===== config.mk =====
export PLATFORM = sky130hd
export DESIGN_NAME = batt_health_tester
export DESIGN_NICKNAME = d
export VERILOG_FILES = /design/src/rtl/bht_pkg.sv /design/src/rtl/bht_sec_counter.sv /design/src/rtl/bht_fail_capture.sv /design/src/rtl/bht_warn_latch.sv /design/src/rtl/batt_health_tester.sv
export SDC_FILE = /design/constraint.sdc
export NUM_CORES = 1
export LEC_CHECK = 0
export BUFFER_PORTS_ARGS = -buffer_cell sky130_fd_sc_hd__buf_2
export CORE_MARGIN = 3
export CORE_UTILIZATION = 55
export CTS_CLUSTER_SIZE = 20
export DETAILED_ROUTE_END_ITERATION = 6
export PLACE_DENSITY = 0.74
export SLEW_MARGIN = 10
export SYNTH_ARGS = -nofsm -noshare
export SYNTH_HDL_FRONTEND = slang
export SYNTH_HIERARCHICAL = 1
export SYNTH_SLANG_ARGS = --single-unit

===== constraint.sdc =====
create_clock -name clk -period 3.3 [get_ports clk]
set_clock_uncertainty 0.15 [all_clocks]
set_input_delay 0.33 -clock clk [delete_from_list [all_inputs] [get_ports clk]]
set_output_delay 0.33 -clock clk [all_outputs]
set_load 0.005 [all_outputs]

===== src/rtl/bht_pkg.sv =====
package bht_pkg;
  typedef enum logic [1:0] {
    ST_OFF  = 2'd0,
    ST_TEST = 2'd1,
    ST_WAIT = 2'd2
  } bht_state_e;
endpackage


===== src/rtl/bht_sec_counter.sv =====
// Counts seconds ticks while enabled; flags the tick that completes LIMIT.
module bht_sec_counter #(
  parameter int LIMIT = 1
) (
  input  logic clk,
  input  logic rst,
  input  logic run,
  input  logic tick,
  output logic hit
);
  localparam int W = $clog2(LIMIT + 1);
  localparam logic [W-1:0] LAST = W'(LIMIT - 1);

  logic [W-1:0] cnt_q;

  assign hit = run && tick && (cnt_q == LAST);

  always_ff @(posedge clk) begin
    if (rst || !run) begin
      cnt_q <= '0;
    end else if (tick) begin
      cnt_q <= hit ? '0 : cnt_q + 1'b1;
    end
  end
endmodule


===== src/rtl/bht_fail_capture.sv =====
// Accumulates the comparator flag across one load window.
module bht_fail_capture (
  input  logic clk,
  input  logic rst,
  input  logic armed,
  input  logic close,
  input  logic low_in,
  output logic failed
);
  logic seen_q;

  assign failed = seen_q || low_in;

  always_ff @(posedge clk) begin
    if (rst || !armed || close) begin
      seen_q <= 1'b0;
    end else begin
      seen_q <= seen_q || low_in;
    end
  end
endmodule


===== src/rtl/bht_warn_latch.sv =====
// Sticky warning; replacement beats verdict, power-up pass releases.
module bht_warn_latch (
  input  logic clk,
  input  logic rst,
  input  logic swap,
  input  logic verdict,
  input  logic failed,
  input  logic powerup,
  output logic warn_n
);
  logic warn_q;

  assign warn_n = ~warn_q;

  always_ff @(posedge clk) begin
    if (rst || swap) begin
      warn_q <= 1'b0;
    end else if (verdict) begin
      if (failed) begin
        warn_q <= 1'b1;
      end else if (powerup) begin
        warn_q <= 1'b0;
      end
    end
  end
endmodule


===== src/rtl/batt_health_tester.sv =====
module batt_health_tester #(
  parameter int PERIOD_SECS = 86400,
  parameter int PULSE_SECS  = 1
) (
  input  logic clk,
  input  logic rst,
  input  logic sec_tick,
  input  logic supply_ok,
  input  logic recov_done,
  input  logic batt_low,
  input  logic batt_swap,
  output logic load_en,
  output logic warn_n
);
  import bht_pkg::*;

  bht_state_e st_q, st_nxt;
  logic       pu_q, pu_nxt;
  logic       win_hit, per_hit, failed, verdict, load_q;

  bht_sec_counter #(.LIMIT(PULSE_SECS)) u_window (
    .clk (clk),
    .rst (rst),
    .run (st_q == ST_TEST),
    .tick(sec_tick),
    .hit (win_hit)
  );

  bht_sec_counter #(.LIMIT(PERIOD_SECS)) u_period (
    .clk (clk),
    .rst (rst),
    .run (st_q == ST_WAIT),
    .tick(sec_tick),
    .hit (per_hit)
  );

  assign verdict = (st_q == ST_TEST) && supply_ok && win_hit;

  bht_fail_capture u_fail (
    .clk   (clk),
    .rst   (rst),
    .armed (st_q == ST_TEST),
    .close (verdict),
    .low_in(batt_low),
    .failed(failed)
  );

  bht_warn_latch u_warn (
    .clk    (clk),
    .rst    (rst),
    .swap   (batt_swap),
    .verdict(verdict),
    .failed (failed),
    .powerup(pu_q),
    .warn_n (warn_n)
  );

  always_comb begin
    st_nxt = st_q;
    pu_nxt = pu_q;
    if (!supply_ok) begin
      st_nxt = ST_OFF;
    end else begin
      case (st_q)
        ST_OFF: if (recov_done) begin
          st_nxt = ST_TEST;
          pu_nxt = 1'b1;
        end
        ST_TEST: if (win_hit) begin
          st_nxt = ST_WAIT;
          pu_nxt = 1'b0;
        end
        ST_WAIT: if (per_hit) begin
          st_nxt = ST_TEST;
          pu_nxt = 1'b0;
        end
        default: st_nxt = ST_OFF;
      endcase
    end
  end

  always_ff @(posedge clk) begin
    if (rst) begin
      st_q   <= ST_OFF;
      pu_q   <= 1'b0;
      load_q <= 1'b0;
    end else begin
      st_q   <= st_nxt;
      pu_q   <= pu_nxt;
      load_q <= (st_nxt == ST_TEST);
    end
  end

  assign load_en = load_q;
endmodule


[Word-level counts from Yosys, hierarchy flattened]
Index checks and enable logic that the tools add are counted.
Word-level totals
  flip-flop bits (word level): 24
  input port bits: 7
  output and inout port bits: 2
  logic and storage cells: 49
Cells by class
  add/sub/neg operators: 2
  equal/unequal tests: 7
  multiplexer cells: 13
  bitwise logic cells: 2
  reductions and logical operators: 18
Operators with widths (number)
  $add 17x1->17 const B: 1
  $eq 17x17->1 const B: 1
  $mux 17: 1
  $mux 2: 4
  $logic_and 1x1->1: 6
  $mux 1: 6
  $ne 2x2->1 const B: 3
  $pmux 2 s3: 1
  $logic_or 1x1->1: 5
  $reduce_and 5->1: 1
  $eq 2x1->1 const B: 2
  $pmux 1 s3: 1
  $reduce_bool 3->1: 1
  $eq 2x2->1 const B: 1
  $logic_not 1->1: 2
  $logic_not 2->1: 1
  $not 1->1: 2
  $reduce_and 2->1: 1
  $reduce_bool 2->1: 1
  $add 1x1->1 const B: 1

[Depth between registers and ports, before layout]
Gate-level depths: netlist of run 1.
  depth in word-level cells: 7
  depth in mapped cells: 7
  mapped depth without buffers: 7

[Hierarchy]
The synthesis of run 1 kept the hierarchy.
Modules (own cells, without submodules)
  bht_sec_counter at u_period: instances 1, cells each 93, area an instance 825.8 um^2, sequential area each 340.3 um^2
  batt_health_tester: instances 1, cells each 27, area an instance 265.3 um^2, sequential area each 80.1 um^2
  bht_warn_latch: instances 1, cells each 5, area an instance 50.0 um^2, sequential area each 20.0 um^2
  bht_sec_counter at u_window: instances 1, cells each 3, area an instance 41.3 um^2, sequential area each 20.0 um^2
  bht_fail_capture: instances 1, cells each 4, area an instance 36.3 um^2, sequential area each 20.0 um^2

[Least setup slack after synthesis of run 1]
OpenSTA, ideal clock, no wires.
  kind: register to register
  from: register u_period.cnt_q[6]
  to: register pu_q
  setup time: 0.123 ns
  arrival time: 1.816 ns
  required time: 3.027 ns
  path slack: 1.211 ns
  cell stages (with the launch flop): 7
  path buffers: 0
  period minus slack after synthesis: 2.089 ns
  cells stage by stage: dfxtp_1 -> inv_1 -> or4_4 -> nor3_1 -> nor2b_1 -> nor4b_2 -> mux2_1
Between the ends
  cells in the longest elaborated chain, start to end: 4
RTL lines
  from (decl): RTL line bht_sec_counter.sv:14  | logic [W-1:0] cnt_q;
  from (signal assigned): RTL line bht_sec_counter.sv:22  | cnt_q <= hit ? '0 : cnt_q + 1'b1;
  $eq 17x17->1: RTL line bht_sec_counter.sv:16  | assign hit = run && tick && (cnt_q == LAST);
  $logic_and 1x1->1: RTL line bht_sec_counter.sv:16
  named net per_hit: RTL line batt_health_tester.sv:19  | logic win_hit, per_hit, failed, verdict, load_q;
  $ne 2x2->1 (no source line)
  $reduce_and 5->1 (no source line)
  to (signal assigned): RTL line batt_health_tester.sv:89  | pu_q <= pu_nxt;
  to (decl): RTL line batt_health_tester.sv:18  | logic pu_q, pu_nxt;
The timed path passes the listed nets, and every way through them passes these cells.
A chain may end at the register's enable or synchronous reset.

[Worst setup path after layout of run 1]
  from: register u_period.cnt_q[12]
  to: register pu_q
The elaborated chain is that of the path after synthesis.

==> results of run 1 <==
==> report_power, final <==
group | internal [uW] | leakage (uW) | switching, uW
sequential | 292 | 0.000194 | 1.54
combinational | 10.8 | 0.000228 | 11.4
clock | 42.6 | 0.0000138 | 80.5
total | 346 | 0.000435 | 93.4
==> area by class of cell <==
| class | count | share of cell area [%] |
|---|---|---|
| Multi-Input combinational cell | 101 | 54.0 |
| Tap cell | 27 | 2.59 |
| Inverter | 6 | 1.73 |
| Clock buffer | 3 | 1.73 |
| Timing Repair Buffer | 8 | 3.07 |
| Sequential cell | 24 | 36.9 |
==> registers in the layout, summed over array words and instances, names as in the netlist <==
| signal | flops |
|---|---|
| u_period/cnt_q | 17 |
| pu_q | 1 |
| st_q | 2 |
| u_window/cnt_q | 1 |
| u_fail/seen_q | 1 |
| load_en | 1 |
| u_warn/warn_q | 1 |
==> final timing paths <==
check	cells past startpoint	endpoint	slack (ns)
min	2	u_warn/warn_q	0.02
max	6	pu_q	1.04
max reg2reg	6	pu_q	1.04
min reg2reg	2	u_period/cnt_q[6]	0.38
==> synthesized netlist by cell type, types with 2 or more instances <==
| library cell | instances |
|---|---|
| sky130_fd_sc_hd__and3_1 | 4 |
| sky130_fd_sc_hd__dfxtp_1 | 24 |
| sky130_fd_sc_hd__ha_1 | 5 |
| sky130_fd_sc_hd__inv_1 | 6 |
| sky130_fd_sc_hd__mux2i_1 | 2 |
| sky130_fd_sc_hd__nand2_1 | 8 |
| sky130_fd_sc_hd__nand2b_1 | 2 |
| sky130_fd_sc_hd__nand3_1 | 4 |
| sky130_fd_sc_hd__nand3_2 | 2 |
| sky130_fd_sc_hd__nand4_1 | 4 |
| sky130_fd_sc_hd__nor2_1 | 19 |
| sky130_fd_sc_hd__nor2b_1 | 5 |
| sky130_fd_sc_hd__nor3_1 | 5 |
| sky130_fd_sc_hd__nor4_1 | 5 |
| sky130_fd_sc_hd__o21ai_0 | 2 |
| sky130_fd_sc_hd__xnor2_1 | 10 |
| sky130_fd_sc_hd__xor2_1 | 3 |
==> cells by family after synthesis <==
logic type,synth area share [%]
XOR/XNOR,9.34
buffers and inverters,2.77
adder cells (fa/ha/maj),5.13
flip-flops,39.4
AO/OA/AOI/OAI,8.83
multiplexers,2.57
AND/OR/NAND/NOR,31.9
==> through the flow <==
step                hold WS, ns  setup slack (ns)  power (uW)  util, %
detailed placement        0.358              1.09         322     63.4
CTS                      0.0138              1.07         445     64.5
finish                   0.0201              1.04         439     64.5
global placement          0.347              1.15         322     63.4
global route            0.00113             0.930         463     64.5
floorplan                 0.245              1.21         313        -
==> metal layers <==
metal	track usage, %	share of wire (%)	routed length, microns
met4	5.11	0.82	18
met2	31.6	47	1020
met1	25.1	50	1080
met5	0	0	0
met3	5.92	3.0	65
==> worst register-to-register path, delay by kind of cell, from the launching register on <==
| family | cells | cell delay [ns] |
|---|---|---|
| multiplexers | 1 | 0.35 |
| AND/OR/NAND/NOR | 5 | 1.27 |
| flip-flops | 1 | 0.40 |
==> impl_summary.log, run 1 <==
INFO  metric drt_first_iter_violations = 15
INFO  metric syn-num-nets = between 100 and 150
INFO  metric arrival = between 2 and 2.5 ns
INFO  metric setup_violations = 0
INFO  metric post_cts_buffers = 0
INFO  metric stdcell_count = between 150 and 200
INFO  metric dpl.hpwl = 1610 microns
INFO  metric rsz_0062_raised_after_global_routing = false
INFO  metric final-hold-violation-count = 0
INFO  metric synth_area_leaders = sky130_fd_sc_hd__dfxtp_1 (39%), sky130_fd_sc_hd__xnor2_1 (7.2%), sky130_fd_sc_hd__nor2_1 (5.9%)
INFO  metric num_antenna_cells = 0
INFO  metric timing.final.crit_share = between 60% and 70%
INFO  metric ys.flop_type = sky130_fd_sc_hd__dfxtp_1
INFO  metric synth_enable_flop_cells = 0
INFO  metric total_wire_length = approximately 2200 microns
INFO  metric synth_top_area_cell = sky130_fd_sc_hd__dfxtp_1
INFO  metric clk_transition_reported_paths = 0.13 ns
INFO  metric first_global_vias = between 800 and 900
INFO  metric drt_pre_antenna_iters = 4
INFO  metric drive_above_1_share = roughly 15%
INFO  metric timing.critical_path.cells = nor4bb_1, nand4_1, nor3_1, nor2b_1, nor4b_2, mux2_1
INFO  metric timing.fmax = 443 MHz
INFO  metric nNetsFinal = 156
INFO  metric synth_cells = between 100 and 150
INFO  metric die_width = 53.1 microns
INFO  metric cp-startpoint = u_period/cnt_q[12]
INFO  metric count_of_pins_on_the_block_boundary = 9
INFO  metric final_cell_area = between 0.001 and 0.0015 sq mm
INFO  metric setup.worst_path.class = reg2reg
INFO  metric total_leakage_power = roughly 0.00044 uW
INFO  metric cp-start-kind = register
INFO  metric critPathTopFamily = simple AND/OR/NAND/NOR gates
INFO  metric layout_min_cycle_time = approximately 2.3 ns
INFO  metric grt_pass1_wl = 4000 microns
INFO  metric tritoncts = built
INFO  metric route.detailed.vias_per_inst = approximately 5.5
INFO  metric drv_cap = 0
INFO  metric die_outline_area = between 0.002 and 0.003 sq mm
INFO  metric critical_path.endpoint_type = register
INFO  metric post_synth_num_cell_types = 39
INFO  metric clock_latency = 0.31 ns
INFO  metric yosysWarningCount = 6
INFO  metric drc_errors = 0
INFO  metric cts.path.max_buffers = 2
INFO  metric ctsRootBufferMaster = sky130_fd_sc_hd__clkbuf_4
INFO  metric postCtsHoldBufs = 0
INFO  metric commonest_non_fill_non_tap_cells_in_the_layout = sky130_fd_sc_hd__dfxtp_1 (24), sky130_fd_sc_hd__nor2_1 (19), sky130_fd_sc_hd__xnor2_1 (10)
INFO  metric critical_path.max_stage_delay = 0.40 ns
INFO  metric synth_seq_area_share = 39.4%
INFO  metric antenna_found_initial = 0
INFO  metric seq_area = around 480 sq um
INFO  metric grt_use_total = around a fifth
INFO  metric place_congestion = 0.776
INFO  metric launch_point_of_the_worst_reg_to_reg_path = u_period/cnt_q[12]
INFO  metric drv_slew = 0
INFO  metric multi_input_area = about 700 sq um
INFO  metric buffer_ports.inserted = 8
INFO  metric detailed_place.area = about 0.0013 sq mm
INFO  metric critical_path.max_fanout = 3
INFO  metric worst_path_max_delay_cell = sky130_fd_sc_hd__dfxtp_1
INFO  metric synth.avg_cell_area = approximately 9.2 sq um
INFO  metric area_of_the_core = a little over 0.002 sq mm
INFO  metric clkSinkCount = 24
INFO  metric hold_path.startpoint = batt_swap
INFO  metric start_util = between 60% and 70%
INFO  metric tritoncts.num_buffers = 3
INFO  metric relSlewSlack = between 50% and 60%
INFO  metric post_synthesis_sequential_element_count = 24
INFO  metric tightest_slew = about 0.7 ns
INFO  metric run_status = finished, final reports clean
INFO  metric hp-class = in2reg
INFO  metric power.density_cell_area = between 300 and 400 mW/mm^2
INFO  metric post_synth_instance_area = 0.00122 sq mm
INFO  metric cts_max_level = 1
INFO  metric avgRoutedWirePerCell = approximately 13 microns
INFO  metric share_of_flip_flops_with_an_asynchronous_set_or_reset_after_synthesis = 0%
INFO  metric area_added_between_synthesis_and_finish = 6.98%
INFO  metric cp_num_buf_inv = 0
INFO  metric finalSetupTns = 0 ns
INFO  metric rows = 16
INFO  metric postcts_resize_cnt = 0
INFO  metric grt_remaining_overflow = 0
INFO  metric layout.cells.most_common = sky130_fd_sc_hd__dfxtp_1
INFO  metric placed_cells_incl_taps = approximately 170
INFO  metric floorplan.die.height = approximately 53 microns
INFO  metric synth_top_area_share = about two fifths
INFO  metric post_route_ant_nets = 0
INFO  metric largest_net_degree_at_the_start_of_global_routing = 17
INFO  metric layout.filler_cells = approximately 180
INFO  metric critPathRequiredTime = around 3.4 ns
INFO  metric num_vias = between 900 and 1000
INFO  metric vdd_drop_max = between 0.2 and 0.3 mV
Note: power is estimated with default switching activity, not from simulation.
==> run 2, diff against run 1 <==
clock period = 2.32 ns   (was 3.3 ns; I/O delays follow)
==> run 2 against run 1 <==
Against the previous run:
- cell area rose by 4.9%
- sequential power rose by 42%
- highest routed layer unchanged
- critical path depth did not move
- flip-flop and latch count did not move
==> impl_summary.log, run 2 (synthesized netlist as in run 1, its figures left out) <==
INFO  metric run_status = finished, final reports clean
INFO  metric utilization = 67.6% (+3.2 points)
INFO  metric dpl.hpwl = 1570 microns (-2.5%)
INFO  metric worst_path_max_delay_cell = sky130_fd_sc_hd__or4_4
INFO  metric comb_power_share = 4.9% (about the same)
INFO  metric cts.path.max_buffers = 2 (unchanged)
INFO  metric setup.worst_path.class = reg2reg
INFO  metric grt_use_total = 17.5% (-2.1 points)
INFO  metric cp-start-kind = register
INFO  metric critPathRequiredTime = 2.39 ns (-0.97 ns)
INFO  metric largest_net_degree_at_the_start_of_global_routing = 14 (-3)
INFO  metric num_vias = 970 (+4.6%)
INFO  metric grt_pass1_wl = 3730 microns (-6.7%)
INFO  metric drv_slew = 0 (unchanged)
INFO  metric timing.critical_path.cells = inv_1, or4_4, nor3_4, nor2b_1, nor4b_2, mux2_1
INFO  metric critical_path.max_stage_delay = 0.57 ns (+0.17 ns)
INFO  metric largest_reg_flops = 17 (unchanged)
INFO  metric post_route_ant_nets = 0 (unchanged)
INFO  metric cp-startpoint = u_period/cnt_q[6]
INFO  metric final-hold-violation-count = 0 (unchanged)
INFO  metric drc_errors = 0 (unchanged)
INFO  metric commonest_non_fill_non_tap_cells_in_the_layout = sky130_fd_sc_hd__dfxtp_1 (23), sky130_fd_sc_hd__nor2_1 (19), sky130_fd_sc_hd__xnor2_1 (10)
INFO  metric total_wire_length = 2220 microns (+1.8%)
INFO  metric timing.fmax = 456 MHz (+2.9%)
INFO  metric total_leakage_power = 0.000481 uW (+10%)
INFO  metric die_width = 53.1 microns (unchanged)
INFO  metric hp-class = in2reg
INFO  metric share_clk_of_total_power = 33.0% (+5.0 points)
INFO  metric drv_cap = 0 (unchanged)
INFO  metric rsz_0062_raised_after_global_routing = false
INFO  metric antenna_found_initial = 0 (unchanged)
INFO  metric critical_path.endpoint_type = register
INFO  metric buffer_ports.inserted = 8 (unchanged)
INFO  metric launch_point_of_the_worst_reg_to_reg_path = u_period/cnt_q[6]
INFO  metric cp_num_buf_inv = 1 (+1)
INFO  metric ctsRootBufferMaster = sky130_fd_sc_hd__clkbuf_4
INFO  metric net-switching-power = 144 uW (+54%)
INFO  metric relSlewSlack = 72.9% (+18 points)
INFO  metric tightest_slew = 0.403 ns (-0.280 ns)
INFO  metric layout_min_cycle_time = 2.19 ns (-0.0631 ns)
INFO  metric nNetsFinal = 159 (+1.9%)
INFO  metric grt_remaining_overflow = 0 (unchanged)
INFO  metric cts_max_level = 1 (unchanged)
INFO  metric layout.cells.most_common = sky130_fd_sc_hd__dfxtp_1
INFO  metric clock_latency = 0.32 ns (about the same)
INFO  metric drive_above_1_share = 17.8% (+3.0 points)
INFO  metric critPathTopFamily = simple AND/OR/NAND/NOR gates
INFO  metric arrival = 2.27 ns (-0.05 ns)
INFO  metric area_of_the_core = 0.00202 sq mm (unchanged)
INFO  metric num_antenna_cells = 0 (unchanged)
INFO  metric floorplan.die.height = 53.1 microns (unchanged)
INFO  metric reg.largest.list = u_period/cnt_q x17, st_q x2
INFO  metric place_congestion = 0.779 (+0.32%)
INFO  metric start_util = 60.3% (unchanged)
INFO  metric count_of_pins_on_the_block_boundary = 9 (unchanged)
INFO  metric finalSetupTns = 0 ns (unchanged)
INFO  metric regToRegSetupSlack = 0.13 ns (-0.92 ns)
INFO  metric timing.final.crit_share = 94.6% (+26 points)
INFO  metric sequential_power_share = 62.1% (-4.8 points)
INFO  metric intPower = 528 uW (+53%)
INFO  metric rows = 16 (unchanged)
INFO  metric clk_transition_reported_paths = 0.13 ns (about the same)
INFO  metric power.density_cell_area = 492 mW/mm^2 (+46%)
INFO  metric largest-register = u_period/cnt_q
INFO  metric area_added_between_synthesis_and_finish = 12.2%
INFO  metric route.detailed.vias_per_inst = 5.61 (+2.2%)
INFO  metric hold_path.startpoint = rst
INFO  metric die_outline_area = 0.00282 sq mm (unchanged)
INFO  metric tritoncts = built
INFO  metric avgRoutedWirePerCell = 12.9 microns (-0.57%)
INFO  metric critical_path.max_fanout = 5 (+2)
INFO  metric tritoncts.num_buffers = 3 (unchanged)
INFO  metric swShare = 21.4% (+0.18 points)
INFO  metric clkSinkCount = 24 (unchanged)
INFO  metric vdd_drop_max = 0.468 mV (+70%)
INFO  metric first_global_vias = 881 (-1.9%)
INFO  metric drt_pre_antenna_iters = 4 (unchanged)
INFO  metric drt_first_iter_violations = 9 (-6)
INFO  metric setup_violations = 0 (unchanged)
[run 2: cell count changes in the layout (fill, tap and decap cells not counted), sizes merged]
cell	before	now
buf	8	10
clkbuf	3	4
dlygate4sd3	0	1
[run 2: power groups by stage]
stage,logic (uW),registers [uW],clock network (uW)
2_1_floorplan,18.1,427,0
3_3_place_gp,30.6,427,0
3_5_place_dp,31.9,427,0
4_1_cts,33.4,418,225
5_1_grt,37.4,419,239
6_report,33.1,418,222
[run 2: stage by stage]
stage          instances  setup slack, ns  area (sq um)  hold WS (ns)  power, uW
2_1_floorplan        132            0.231          1220         0.147        445
3_3_place_gp         167            0.165          1300         0.256        457
3_5_place_dp         167           0.0992          1300         0.257        459
4_1_cts              172           0.0211          1350        0.0259        676
5_1_grt              173           0.0316          1370        0.0384        696
6_report             173            0.126          1370        0.0146        673
[run 2: final timing paths]
path / cells after the start / end
hold reg to reg: 2 / u_period/cnt_q[6]
setup / recovery: 6 / pu_q
hold / removal: 2 / u_warn/warn_q
setup reg to reg: 6 / pu_q
[run 2: cell type report]
cell class	instances	area, sq um
multi-input combinational	101	716
fill	174	654
sequential	24	482
timing repair buffer	11	77.6
clock buffer	4	36.3
tap	27	33.8
inverter	6	22.5
[run 2: per-layer routing]
layer  share of wire (%)  GRT usage [%]  up-vias
li1                    -              -      498
met5                   0              0        -
met2                  47           28.3       10
met4                0.85           5.11        0
met3                 3.0           2.54        2
met1                  49           23.8      460
[run 2: repair_timing]
item                                    in CTS  in global routing
buffers inserted                             0                  1
endpoints found under the setup margin       0                  3
hold endpoints to repair                     1                  0
hold buffers                                 1                  0
gates resized for setup                      0                  4
[run 2: worst register-to-register path, stage by stage (launching register included)]
cell and delay [ns]:
sky130_fd_sc_hd__dfxtp_2 0.38, sky130_fd_sc_hd__inv_1 0.07, sky130_fd_sc_hd__or4_4 0.58, sky130_fd_sc_hd__nor3_4 0.23, sky130_fd_sc_hd__nor2b_1 0.10, sky130_fd_sc_hd__nor4b_2 0.27
sky130_fd_sc_hd__mux2_1 0.34
